**src/rtl/bdrv_pkg.sv**
```systemverilog
package bdrv_pkg;
  typedef enum logic [1:0] {
    MODE_DIRECT = 2'b00,
    MODE_DEAD   = 2'b01,
    MODE_RSV_A  = 2'b10,
    MODE_RSV_B  = 2'b11
  } drv_mode_e;
endpackage

```
**src/rtl/bdrv_mode_dec.sv**
```systemverilog
module bdrv_mode_dec
  import bdrv_pkg::*;
(
  input  logic [1:0] mode_sel,
  input  logic       mute_n,
  output logic       drive_en,
  output logic       dead_en
);
  drv_mode_e mode;

  always_comb begin
    mode     = drv_mode_e'(mode_sel);
    drive_en = 1'b0;
    dead_en  = 1'b0;
    unique case (mode)
      MODE_DIRECT: drive_en = mute_n;
      MODE_DEAD: begin
        drive_en = mute_n;
        dead_en  = 1'b1;
      end
      default: drive_en = 1'b0;  // reserved codes: everything off
    endcase
  end
endmodule

```
**src/rtl/bdrv_leg.sv**
```systemverilog
module bdrv_leg (
  input  logic clk,
  input  logic rst,
  input  logic drive_en,
  input  logic dead_en,
  input  logic cmd,
  output logic gate_n,
  output logic gate_p
);
  logic want_hi, want_lo, dead_q;
  logic arm_hi, arm_lo;
  logic on_hi, on_lo;

  // Rising edge: capture the request; a withdrawn device drops here.
  always_ff @(posedge clk) begin
    if (rst) begin
      want_hi <= 1'b0;
      want_lo <= 1'b0;
      dead_q  <= 1'b0;
    end else begin
      want_hi <= drive_en & cmd;
      want_lo <= drive_en & ~cmd;
      dead_q  <= dead_en;
    end
  end

  // Falling edge: a copy of the request, half a period late, arms turn-on.
  always_ff @(negedge clk) begin
    if (rst) begin
      arm_hi <= 1'b0;
      arm_lo <= 1'b0;
    end else begin
      arm_hi <= want_hi;
      arm_lo <= want_lo;
    end
  end

  always_comb begin
    on_hi  = want_hi & (~dead_q | arm_hi);
    on_lo  = want_lo & (~dead_q | arm_lo);
    gate_n = on_lo;
    gate_p = ~on_hi;
  end
endmodule

```
**src/rtl/bdrv_channel.sv**
```systemverilog
module bdrv_channel #(
  parameter int LEGS = 2
) (
  input  logic            clk,
  input  logic            rst,
  input  logic            drive_en,
  input  logic            dead_en,
  input  logic [LEGS-1:0] cmd,
  output logic [LEGS-1:0] gate_n,
  output logic [LEGS-1:0] gate_p
);
  for (genvar g = 0; g < LEGS; g++) begin : g_leg
    bdrv_leg u_leg (
      .clk      (clk),
      .rst      (rst),
      .drive_en (drive_en),
      .dead_en  (dead_en),
      .cmd      (cmd[g]),
      .gate_n   (gate_n[g]),
      .gate_p   (gate_p[g])
    );
  end
endmodule

```
**src/rtl/bdrv_bridge.sv**
```systemverilog
module bdrv_bridge #(
  parameter int N_CH = 2,
  parameter int LEGS = 2,
  localparam int W = N_CH * LEGS
) (
  input  logic         clk,
  input  logic         rst,
  input  logic [1:0]   mode_sel,
  input  logic         mute_n,
  input  logic [W-1:0] cmd,
  output logic [W-1:0] gate_n,
  output logic [W-1:0] gate_p
);
  logic drive_en, dead_en;

  bdrv_mode_dec u_dec (
    .mode_sel (mode_sel),
    .mute_n   (mute_n),
    .drive_en (drive_en),
    .dead_en  (dead_en)
  );

  // one independent channel per slice of the command vector.
  for (genvar c = 0; c < N_CH; c++) begin : g_ch
    bdrv_channel #(.LEGS(LEGS)) u_ch (
      .clk      (clk),
      .rst      (rst),
      .drive_en (drive_en),
      .dead_en  (dead_en),
      .cmd      (cmd[c*LEGS +: LEGS]),
      .gate_n   (gate_n[c*LEGS +: LEGS]),
      .gate_p   (gate_p[c*LEGS +: LEGS])
    );
  end
endmodule

```
**config.mk**
```make
export PLATFORM = sky130hd
export DESIGN_NAME = bdrv_bridge
export DESIGN_NICKNAME = d
export VERILOG_FILES = /design/src/rtl/bdrv_pkg.sv /design/src/rtl/bdrv_mode_dec.sv /design/src/rtl/bdrv_leg.sv /design/src/rtl/bdrv_channel.sv /design/src/rtl/bdrv_bridge.sv
export SDC_FILE = /design/constraint.sdc
export NUM_CORES = 1
export LEC_CHECK = 0
export BUFFER_PORTS_ARGS = -buffer_cell sky130_fd_sc_hd__buf_2
export CAP_MARGIN = 10
export CORE_AREA = 5 5 42 44
export CTS_CLUSTER_SIZE = 25
export DETAILED_ROUTE_END_ITERATION = 16
export DIE_AREA = 0 0 47 49
export PLACE_DENSITY = 0.7
export RECOVER_POWER = 100
export SLEW_MARGIN = 10
export SYNTH_ARGS = -nofsm -noshare
export SYNTH_HDL_FRONTEND = slang
export SYNTH_SLANG_ARGS = --single-unit
```
**constraint.sdc**
```tcl
create_clock -name clk -period 1.86 [get_ports clk]
set_input_delay 0.093 -clock clk [delete_from_list [all_inputs] [get_ports clk]]
set_output_delay 0.093 -clock clk [all_outputs]
set_load 0.1 [all_outputs]
```
After elaboration in Yosys (flattened, before gate mapping)
Index checks and enable logic that the tools add are counted.

storage, ports and cells
  register bits after elaboration = 17
  input bits = 9
  output and inout port bits = 8
  word-level logic and storage cells = 55

cells by class
  eq/ne operators = 1
  muxes and demuxes = 2
  bitwise operators = 33
  reduce and logical (&&, ||, !) cells = 2

operator list
  kind                                                  number
  bitwise AND 1 bit                                     16
  NOT 1 bit                                             9
  OR 1 bit                                              8
  equality test 2 x 1 -> 1 bit (second input constant)  1
  zero test 2 bit                                       1
  two-way mux 1 bit                                     2
  OR reduction 2 bit                                    1

Longest topological paths before layout
Gate-level depths: netlist (run 1).

  depth in word-level cells = 4
  mapped depth = 3
  gate-level depth less buffers = 2

Hierarchy
Synthesis (run 1) repeated with hierarchy kept, for this count alone.

unflattened totals
  cells, all modules = 58
  area total of the unflattened synthesis = 668.1 um2

by module, submodules not included
  module         times used  cells each  area each (um2)  seq. area each (um2)
  bdrv_leg       4           14          163.9            100.1
  bdrv_mode_dec  1           2           12.5             0.0

==> results by group, run 1 <==
Run status
  – Outcome: complete, but fails checks
  – Violated checks: setup timing

STA
  – Hold Vio Cnt, Final: 0
  – Final setup vio count: 8
  – Worst hold-check slack: 0.0569 ns
  – Worst-margin pin slew: 0.369 ns
  – Final WS setup: -0.191 ns
  – Slew margin rel.: 0.753
  – Max-slew violation count: 0
  – RSZ-0062 raised after global routing: yes
  – Setup Skew: 0.0574 ns

Min path
  – Hold EP: g_ch[1].u_ch.g_leg[0].u_leg.dead_q$_SDFF_PP0_
  – Hold path cells: 2
  – Min-delay src: mode_sel[0]
  – Hold crit path type: in -> reg

Finish
  – Fin nets: 89
  – Fin area: 878 sq um
  – Fill count: 122
  – Area grow syn2layout: 48.7%
  – Util after Layout: 0.627
  – Layout cell share with drive strength beyond 1: 0.291
  – Diodes inserted: 0

Drt
  – DRC: 0
  – Via count: 415
  – Per-cell routed wire length: 9.67 um
  – Final ANT Viol Nets: 0
  – First-pass DRT Iterations: 2
  – Via density per instance: 4.37
  – Post-Route WL: 919 um
  – Drt first-iter violations: 1

CTS
  – CTS Buf Count: 3
  – Root Driver: clkbuf_4
  – Clock Sink Count: 17
  – CTS tree: done
  – CTS H-Tree Depth: 1
  – CTS max path bufs: 2
  – Clock transition at path regs: 0.10 ns
  – Worst skew pair latency: 0.35 ns

Setup path
  – Delay-heaviest family, CP: buffers and inverters
  – Critical Path Sink Type: primary output
  – Slowest-stage cell, CP: dfxtp_1
  – Critical-path cell list: o21ai_1 > buf_4 > buf_12
  – Worst-path fanout max: 1
  – Startpoint types: register
  – R2R Path End: g_ch[0].u_ch.g_leg[1].u_leg.arm_hi$_SDFF_NP0_
  – CP Data Required Time: 1.77 ns
  – Reg-to-reg startpoint: g_ch[0].u_ch.g_leg[1].u_leg.want_hi$_SDFF_PP0_
  – Worst Setup SP: g_ch[0].u_ch.g_leg[0].u_leg.arm_hi$_SDFF_NP0_
  – Kind of critical path: reg -> out
  – Reg2reg setup slack: 0.41 ns
  – WP data arrival: 1.96 ns
  – Register-to-Register Path Depth: 1
  – CP bufs+invs: 2
  – Crit path largest cell delay: 0.29 ns

Synthesis
  – Post-Syn Instances: 55
  – Avg Cell Area, Syn: 10.7 sq um
  – Synth warn: 0
  – Syn Std Cell Area: 591 sq um
  – Mapped Nets: 64
  – Seq cells post-synth: 17
  – Register area share after synthesis: 0.576
  – Cell variety after synth: 12

Place
  – DP Area: 747 sq um
  – Routability cong.: 0.664
  – Post-place setup slack: 0.0331 ns
  – Port Buffers: 16

Pwr
  – Power per cell area: 978 mW/mm^2
  – Tot Pwr: 859 uW
  – Leak: 0.393 nW
  – VDD IR max: 0.845 mV

Die
  – Die height: 49 um
  – DIE AREA: 0.00230 sq mm
  – # IOs: 17
  – Starting density of the core: 0.421
  – Placeable Area: 0.00140 sq mm
  – Row cnt: 14
  – Die X: 47 um

Global route
  – Initial antenna violation count: 0
  – Vias in the first global route: 400
  – All-Layer GR Usage: 0.0987
  – First-pass GRT wire length: 1640 um
  – Largest net degree at the start of global routing: 12
  – GR Overflow Total: 0

Job
  – Max-cap viol count: 0
## routing by layer
layer / routed length (um) / global-route usage
met1: 362 / 0.117
met2: 468 / 0.156
met3: 78 / 0.0332
met4: 8 / 0.0415
met5: 0 / 0
## registers in the layout (all words and copies together) (netlist names)
register and count:
g_ch.u_ch.g_leg.u_leg.want_hi 4, g_ch.u_ch.g_leg.u_leg.arm_lo 4, g_ch.u_ch.g_leg.u_leg.want_lo 4, g_ch.u_ch.g_leg.u_leg.arm_hi 4
g_ch.u_ch.g_leg.u_leg.dead_q 1
## worst max-delay path by stage
| stage | endpoint | slack (ns) | cells past startpoint |
|---|---|---|---|
| 6_report | gate_p[0] | -0.19 | 3 |
| 5_1_grt | gate_p[0] | -0.25 | 3 |
| 4_1_cts | gate_p[0] | -0.20 | 3 |
| 3_5_place_dp | gate_p[3] | 0.03 | 2 |
| 3_3_place_gp | gate_p[2] | 0.06 | 2 |
| 2_1_floorplan | gate_p[0] | 0.13 | 2 |
## per-stage QoR
stage	setup TNS, ns	cells
global placement	0	79
CTS	-1.39	95
floorplan	0	55
finish	-1.32	95
detailed placement	0	79
global route	-1.80	95
## placed cells by master (no fill, tap or decap)
cell type | synthesis | routed
o21ai_2 | 0 | 3
or3b_1 | 0 | 1
dfxtp_1 | 17 | 17
bufinv_16 | 0 | 1
o21ai_1 | 0 | 1
dlygate4sd3_1 | 0 | 5
nor2_1 | 4 | 4
buf_4 | 8 | 1
and2_1 | 4 | 1
nor3b_1 | 1 | 2
inv_1 | 2 | 9
and2_0 | 0 | 3
clkbuf_1 | 0 | 1
buf_2 | 0 | 7
o21a_1 | 4 | 4
clkbuf_4 | 0 | 3
buf_12 | 0 | 8
nor2b_1 | 8 | 8
## cells by family (layout without fill, tap and decap cells)
group | after synthesis | after routing | share of synthesized area
simple gates | 19 | 19 | 0.205
flops | 17 | 17 | 0.576
buf+inv | 11 | 35 | 0.133
compound gates | 8 | 8 | 0.0847
## area by class of cell
class | count | area (sq um) | area share
Clock buffer | 3 | 22.5 | 0.0256
Timing Repair Buffer | 22 | 256 | 0.292
Sequential cell | 17 | 340 | 0.387
Multi-Input combinational cell | 27 | 175 | 0.199
Clock inverter | 9 | 60.1 | 0.0684
Inverter | 1 | 3.75 | 0.00427
Tap cell | 16 | 20.0 | 0.0228
## synthesized netlist by cell type
| cell type | n | area share |
|---|---|---|
| dfxtp_1 | 17 | 0.58 |
| buf_6 | 1 | 0.019 |
| nor2_1 | 4 | 0.025 |
| or3b_4 | 1 | 0.019 |
| nor3b_2 | 1 | 0.021 |
| nor2b_1 | 8 | 0.085 |
| o21a_1 | 4 | 0.051 |
| o21ai_0 | 4 | 0.034 |
| and2_1 | 4 | 0.042 |
| buf_4 | 8 | 0.10 |
| nor3b_1 | 1 | 0.013 |
| inv_1 | 2 | 0.013 |
## report_power, final
| group | switching [mW] | leakage, nW | internal (mW) |
|---|---|---|---|
| logic | 0.0513 | 0.184 | 0.0369 |
| clock network | 0.154 | 0.0705 | 0.240 |
| registers | 0.00341 | 0.138 | 0.374 |
| total | 0.208 | 0.393 | 0.650 |
## what timing repair did
item | in CTS | in global routing
hold buffers | 5 | 0
pin swaps | 2 | 2
endpoints found under the hold margin | 5 | 0
setup endpoints to repair | 8 | 8
buffers inserted | 0 | 0
gates resized for setup | 7 | 0
Note: power is estimated with default switching activity, not from simulation.
==> run 2, diff against run 1 <==
--- a/config.mk
+++ b/config.mk
@@ -8,6 +8,7 @@
 export BUFFER_PORTS_ARGS = -buffer_cell sky130_fd_sc_hd__buf_2
 export CAP_MARGIN = 10
 export CORE_AREA = 5 5 42 44
+export CTS_CLUSTER_DIAMETER = 30
 export CTS_CLUSTER_SIZE = 25
 export DETAILED_ROUTE_END_ITERATION = 16
 export DIE_AREA = 0 0 47 49
==> constraint.sdc (replaced) <==
create_clock -name clk -period 1.86 [get_ports clk]
set_input_delay 0 -clock clk [delete_from_list [all_inputs] [get_ports clk]]
set_output_delay 0 -clock clk [all_outputs]
set_load 0.1 [all_outputs]
==> run 2 against run 1 <==
The run still ends with setup timing left. Via count grew 2.2%. Die area did not move. Count of clock-buffer cells in the layout up 1. Utilization shrank 0.80 points. Highest routed layer unchanged. Non-clock buffer count stayed put. Hold slack gained 0.065 ns. Combinational power up 2%. Wire length grew 4.9%.
==> results by group, run 2 (synthesis results as in run 1) <==
Run status
  – Outcome: complete, but fails checks (unchanged)
  – Violated checks: setup timing (unchanged)

Finish
  – Util after Layout: 0.619 (was 0.627)
  – Commonest non-fill, non-tap cell in the layout: dfxtp_1 (unchanged)
  – Area grow syn2layout: 46.8% (was 48.7%)
  – Fin nets: 89 (unchanged)
  – Commonest cells after routing, fill and taps aside: dfxtp_1 (16), inv_1 (9), nor2b_1 (8), buf_12 (8), buf_2 (7) (was dfxtp_1 (17), inv_1 (9), nor2b_1 (8), buf_12 (8), buf_2 (7))
  – Layout cell share with drive strength beyond 1: 0.291 (unchanged)
  – Diodes inserted: 0 (unchanged)

Die
  – Die height: 49 um (unchanged)
  – DIE AREA: 0.00230 sq mm (unchanged)
  – Die X: 47 um (unchanged)
  – Starting density of the core: 0.421 (unchanged)
  – Placeable Area: 0.00140 sq mm (unchanged)
  – Row cnt: 14 (unchanged)
  – # IOs: 17 (unchanged)

Setup path
  – Kind of critical path: reg -> out (unchanged)
  – CP Data Required Time: 1.86 ns (was 1.77 ns)
  – Reg2reg setup slack: 0.39 ns (was 0.41 ns)
  – Critical Path Sink Type: primary output (unchanged)
  – Worst-path fanout max: 1 (unchanged)
  – Slowest-stage cell, CP: dfxtp_1 (unchanged)
  – Startpoint types: register (unchanged)
  – WP data arrival: 1.93 ns (was 1.96 ns)
  – Critical-path cell list: o21ai_2 > buf_12 (was o21ai_1 > buf_4 > buf_12)
  – Crit path largest cell delay: 0.30 ns (was 0.29 ns)

Min path
  – Hold crit path type: in -> reg (unchanged)

Global route
  – Initial antenna violation count: 0 (unchanged)
  – Vias in the first global route: 411 (was 400)
  – First-pass GRT wire length: 1640 um (about the same)
  – GR Overflow Total: 0 (unchanged)
  – All-Layer GR Usage: 0.0979 (was 0.0987)
  – Largest net degree at the start of global routing: 12 (unchanged)

Pwr
  – Tot Pwr: 713 uW (was 859 uW)
  – Switch share: 0.275 (was 0.243)
  – Sequential fraction of design power: 0.530 (was 0.439)
  – VDD IR max: 0.480 mV (was 0.845 mV)
  – Cell internal pwr: 517 uW (was 650 uW)
  – Power per cell area: 823 mW/mm^2 (was 978 mW/mm^2)
  – Clock share of power: 0.345 (was 0.458)
  – Net switching power: 196 uW (was 208 uW)
  – Leak: 0.384 nW (was 0.393 nW)
  – Combinational share of power: 0.126 (was 0.103)

STA
  – Max-slew violation count: 0 (unchanged)
  – Slew margin rel.: 0.747 (was 0.753)
  – Final WS setup: -0.0691 ns (was -0.191 ns)
  – RSZ-0062 raised after global routing: yes (unchanged)
  – Final setup vio count: 8 (unchanged)
  – Worst hold-check slack: 0.121 ns (was 0.0569 ns)
  – Setup Skew: 0.0580 ns (was 0.0574 ns)
  – Worst-margin pin slew: 0.379 ns (was 0.369 ns)
  – Hold Vio Cnt, Final: 0 (unchanged)

CTS
  – Worst skew pair latency: 0.33 ns (was 0.35 ns)
  – Root Driver: clkbuf_4 (unchanged)
  – Postcts setup bufs: 0 (unchanged)
  – Clock Sink Count: 17 (unchanged)
  – Clock transition at path regs: 0.10 ns (about the same)
  – CTS tree: done (unchanged)
  – CTS Buf Count: 3 (unchanged)
  – CTS H-Tree Depth: 1 (unchanged)
  – CTS max path bufs: 2 (unchanged)

Place
  – Post-place setup slack: 0.135 ns (was 0.0331 ns)
  – Routability cong.: 0.661 (was 0.664)
  – DPL Wire Length: 647 um
  – Port Buffers: 16 (unchanged)

Drt
  – First-pass DRT Iterations: 3 (was 2)
  – Final ANT Viol Nets: 0 (unchanged)
  – Post-Route WL: 964 um (was 919 um)
  – Per-cell routed wire length: 10.1 um (was 9.67 um)
  – Via count: 424 (was 415)
  – DRC: 0 (unchanged)
  – Via density per instance: 4.46 (was 4.37)
  – Drt first-iter violations: 5 (was 1)

Job
  – Max-cap viol count: 0 (unchanged)
-- run 2: layout make-up --
type / count / area [sq um]
well taps: 16 / 20.0
flip-flops and latches: 17 / 342
clock inverters: 8 / 30.0
repair buffers: 22 / 259
fillers: 122 / 534
clock buffers: 4 / 26.3
multi-input cells: 27 / 186
inverters: 1 / 3.75
-- run 2: timing repair --
| action | CTS | global route |
|---|---|---|
| hold endpoints to repair | 9 | 0 |
| endpoints found under the setup margin | 8 | 8 |
| resized for setup | 8 | 2 |
| hold buffers | 6 | 0 |
| pin swaps | 0 | 2 |
-- run 2: path summary, 6_finish.rpt --
kind                                             startpoint                                              to  cells past startpoint
min reg2reg  g_ch[1].u_ch.g_leg[0].u_leg.want_lo$_SDFF_PP0_   g_ch[1].u_ch.g_leg[0].u_leg.arm_lo$_SDFF_NP0_                      1
max           g_ch[1].u_ch.g_leg[0].u_leg.arm_hi$_SDFF_NP0_                                       gate_p[2]                      2
min                                                  mute_n  g_ch[1].u_ch.g_leg[1].u_leg.want_lo$_SDFF_PP0_                      3
max reg2reg  g_ch[0].u_ch.g_leg[0].u_leg.want_hi$_SDFF_PP0_   g_ch[0].u_ch.g_leg[0].u_leg.arm_hi$_SDFF_NP0_                      1
-- run 2: metal layers --
| layer | vias to the layer above | GRT usage | part of all wire |
|---|---|---|---|
| li1 | 217 | - | - |
| met1 | 192 | 0.117 | 0.43 |
| met2 | 13 | 0.154 | 0.50 |
| met3 | 2 | 0.0221 | 0.064 |
| met4 | 0 | 0.0553 | 0.0093 |
| met5 | - | 0 | 0 |
-- run 2: stage by stage --
step | instance area (sq um) | TNS, ns | instances
2_1_floorplan | 591 | 0 | 55
3_3_place_gp | 739 | 0 | 78
3_5_place_dp | 739 | 0 | 78
4_1_cts | 867 | -0.477 | 95
5_1_grt | 867 | -0.803 | 95
6_report | 867 | -0.456 | 95
-- run 2: critical path: cells and delay by family, from the launching register on --
family                 cells  cell delay (ns)
flip-flops                 1             0.30
buffers and inverters      1             0.19
AO/OA/AOI/OAI              1             0.17
-- run 2: power groups by stage --
stage	Combinational (mW)	Sequential, mW	Clock, mW
2_1_floorplan	0.0559	0.382	0.0299
3_3_place_gp	0.0798	0.383	0.0299
3_5_place_dp	0.0805	0.383	0.0299
4_1_cts	0.0913	0.377	0.253
5_1_grt	0.0949	0.378	0.280
6_report	0.0897	0.378	0.246
==> run 3, diff against run 2 <==
--- a/config.mk
+++ b/config.mk
@@ -5,14 +5,13 @@
 export SDC_FILE = /design/constraint.sdc
 export NUM_CORES = 1
 export LEC_CHECK = 0
-export BUFFER_PORTS_ARGS = -buffer_cell sky130_fd_sc_hd__buf_2
 export CAP_MARGIN = 10
 export CORE_AREA = 5 5 42 44
 export CTS_CLUSTER_DIAMETER = 30
 export CTS_CLUSTER_SIZE = 25
 export DETAILED_ROUTE_END_ITERATION = 16
 export DIE_AREA = 0 0 47 49
-export PLACE_DENSITY = 0.7
+export DONT_BUFFER_PORTS = 1
 export RECOVER_POWER = 100
 export SLEW_MARGIN = 10
 export SYNTH_ARGS = -nofsm -noshare
==> run 3 against run 2 <==
The run still ends with setup timing left. Count of clock-buffer cells in the layout unchanged. First-iteration DRC count is 60% lower. Largest power group unchanged. Clock skew up 0.0029 ns. Critical endpoint is now gate_p[0]. Cell count shrank 3.2%. Highest routed layer unchanged. Total power shrank 1.1%. Utilization up 0.18 points. Combinational power decreased by 6.7%. Largest cell class unchanged. Non-clock buffer count shrank 3.
==> results by group, run 3 (synthesis results as in run 1) <==
Setup path
  – Register-to-Register Path Depth: 1 (unchanged)
  – Slowest-stage cell, CP: dfxtp_1 (unchanged)
  – CP bufs+invs: 1 (unchanged)
  – Delay-heaviest family, CP: flip-flops (unchanged)
  – Critical path depth: 2 (unchanged)
  – Crit path largest cell delay: 0.30 ns (about the same)
  – Worst-path fanout max: 1 (unchanged)
  – Kind of critical path: reg -> out (unchanged)
  – Critical-path cell list: o21ai_2 > buf_12 (unchanged)
  – WP data arrival: 1.92 ns (was 1.93 ns)
  – Startpoint types: register (unchanged)
  – CP Data Required Time: 1.86 ns (about the same)
  – Critical Path Sink Type: primary output (unchanged)

Place
  – DP Area: 714 sq um (was 739 sq um)
  – Post-place setup slack: 0.286 ns (was 0.135 ns)
  – Routability cong.: 0.737 (was 0.661)
  – DPL Wire Length: 639 um (was 647 um)
  – Number of placed cells counting well taps: 70 (was 78)
  – Port Buffers: 0 (was 16)

Finish
  – Commonest non-fill, non-tap cell in the layout: dfxtp_1 (unchanged)
  – Fin nets: 86 (was 89)
  – Layout cell share with drive strength beyond 1: 0.197 (was 0.291)
  – Commonest cells after routing, fill and taps aside: dfxtp_1 (17), dlygate4sd3_1 (11), inv_1 (9) (was dfxtp_1 (16), inv_1 (9), nor2b_1 (8), buf_12 (8), buf_2 (7))
  – Area grow syn2layout: 47.2% (was 46.8%)
  – Fin area: 870 sq um (was 867 sq um)
  – Diodes inserted: 0 (unchanged)
  – Post-route insts no fill: 92 (was 95)

Job
  – Max-cap viol count: 0 (unchanged)

STA
  – RSZ-0062 raised after global routing: yes (unchanged)
  – Max-slew violation count: 0 (unchanged)
  – Hold Vio Cnt, Final: 0 (unchanged)
  – Slew margin rel.: 0.704 (was 0.747)
  – Setup Skew: 0.0609 ns (was 0.0580 ns)
  – Final setup vio count: 8 (unchanged)
  – Final WS setup: -0.0596 ns (was -0.0691 ns)
  – Setup TNS: -0.407 ns (was -0.456 ns)
  – Worst-margin pin slew: 0.444 ns (was 0.379 ns)

Die
  – Die X: 47 um (unchanged)
  – Row cnt: 14 (unchanged)
  – # IOs: 17 (unchanged)
  – Starting density of the core: 0.421 (unchanged)
  – Placeable Area: 0.00140 sq mm (unchanged)
  – DIE AREA: 0.00230 sq mm (unchanged)
  – Die height: 49 um (unchanged)

Pwr
  – Leak: 0.385 nW (was 0.384 nW)
  – VDD IR max: 0.547 mV (was 0.480 mV)
  – Power per cell area: 811 mW/mm^2 (was 823 mW/mm^2)

CTS
  – Clock transition at path regs: 0.09 ns (was 0.10 ns)
  – CTS H-Tree Depth: 1 (unchanged)
  – CTS max path bufs: 2 (unchanged)
  – Worst skew pair latency: 0.34 ns (was 0.33 ns)
  – Clock Sink Count: 17 (unchanged)
  – Postcts setup bufs: 0 (unchanged)
  – CTS Buf Count: 3 (unchanged)
  – CTS tree: done (unchanged)
  – Root Driver: clkbuf_4 (unchanged)

Drt
  – Drt first-iter violations: 2 (was 5)
  – First-pass DRT Iterations: 3 (unchanged)
  – Via count: 409 (was 424)
  – DRC: 0 (unchanged)
  – Per-cell routed wire length: 10.1 um (about the same)
  – Final ANT Viol Nets: 0 (unchanged)
  – Post-Route WL: 925 um (was 964 um)
  – Via density per instance: 4.45 (was 4.46)

Run status
  – Violated checks: setup timing (unchanged)
  – Outcome: complete, but fails checks (unchanged)

Min path
  – Hold path cells: 2 (was 3)
  – Hold crit path type: in -> reg (unchanged)

Global route
  – Largest net degree at the start of global routing: 12 (unchanged)
  – Vias in the first global route: 409 (was 411)
  – First-pass GRT wire length: 1640 um (about the same)
  – Initial antenna violation count: 0 (unchanged)
  – GR Overflow Total: 0 (unchanged)
  – All-Layer GR Usage: 0.0965 (was 0.0979)
[run 3: worst paths after layout]
check	startpoint	end	slack (ns)
setup / recovery	g_ch[0].u_ch.g_leg[0].u_leg.arm_hi$_SDFF_NP0_	gate_p[0]	-0.06
hold / removal	mute_n	g_ch[0].u_ch.g_leg[0].u_leg.want_hi$_SDFF_PP0_	0.07
setup reg to reg	g_ch[0].u_ch.g_leg[0].u_leg.want_hi$_SDFF_PP0_	g_ch[0].u_ch.g_leg[0].u_leg.arm_hi$_SDFF_NP0_	0.43
hold reg to reg	g_ch[1].u_ch.g_leg[0].u_leg.want_lo$_SDFF_PP0_	g_ch[1].u_ch.g_leg[0].u_leg.arm_lo$_SDFF_NP0_	1.35
[run 3: final cells by class]
| cell class | instances | area [sq um] |
|---|---|---|
| multi-input combinational | 27 | 179 |
| inverter | 1 | 3.75 |
| clock inverter | 8 | 30.0 |
| tap | 16 | 20.0 |
| clock buffer | 4 | 26.3 |
| timing repair buffer | 19 | 270 |
| fill | 120 | 532 |
| sequential | 17 | 340 |
[run 3: stage by stage]
step                total power, mW  utilization  hold WS (ns)
floorplan                     0.468            -        0.0724
global placement              0.483        0.510        0.0765
detailed placement            0.483        0.510        0.0749
CTS                           0.715        0.626        0.0514
global route                  0.744        0.621        0.0777
finish                        0.705        0.621        0.0727
[run 3: layer usage]
layer  track usage  wire [um]
met5             0          0
met4        0.0415          4
met3        0.0295         73
met2         0.170        487
met1        0.0989        361
[run 3: power by group]
group          internal, mW  switching, mW  total, mW
sequential            0.374        0.00350      0.377
clock                 0.105          0.139      0.244
combinational        0.0362         0.0475     0.0837
[run 3: what timing repair did]
item / in CTS / in global routing
hold buffers: 11 / 0
resized for setup: 0 / 0
endpoints found under the setup margin: 8 / 8
pin swaps: 0 / 1
endpoints found under the hold margin: 9 / 0
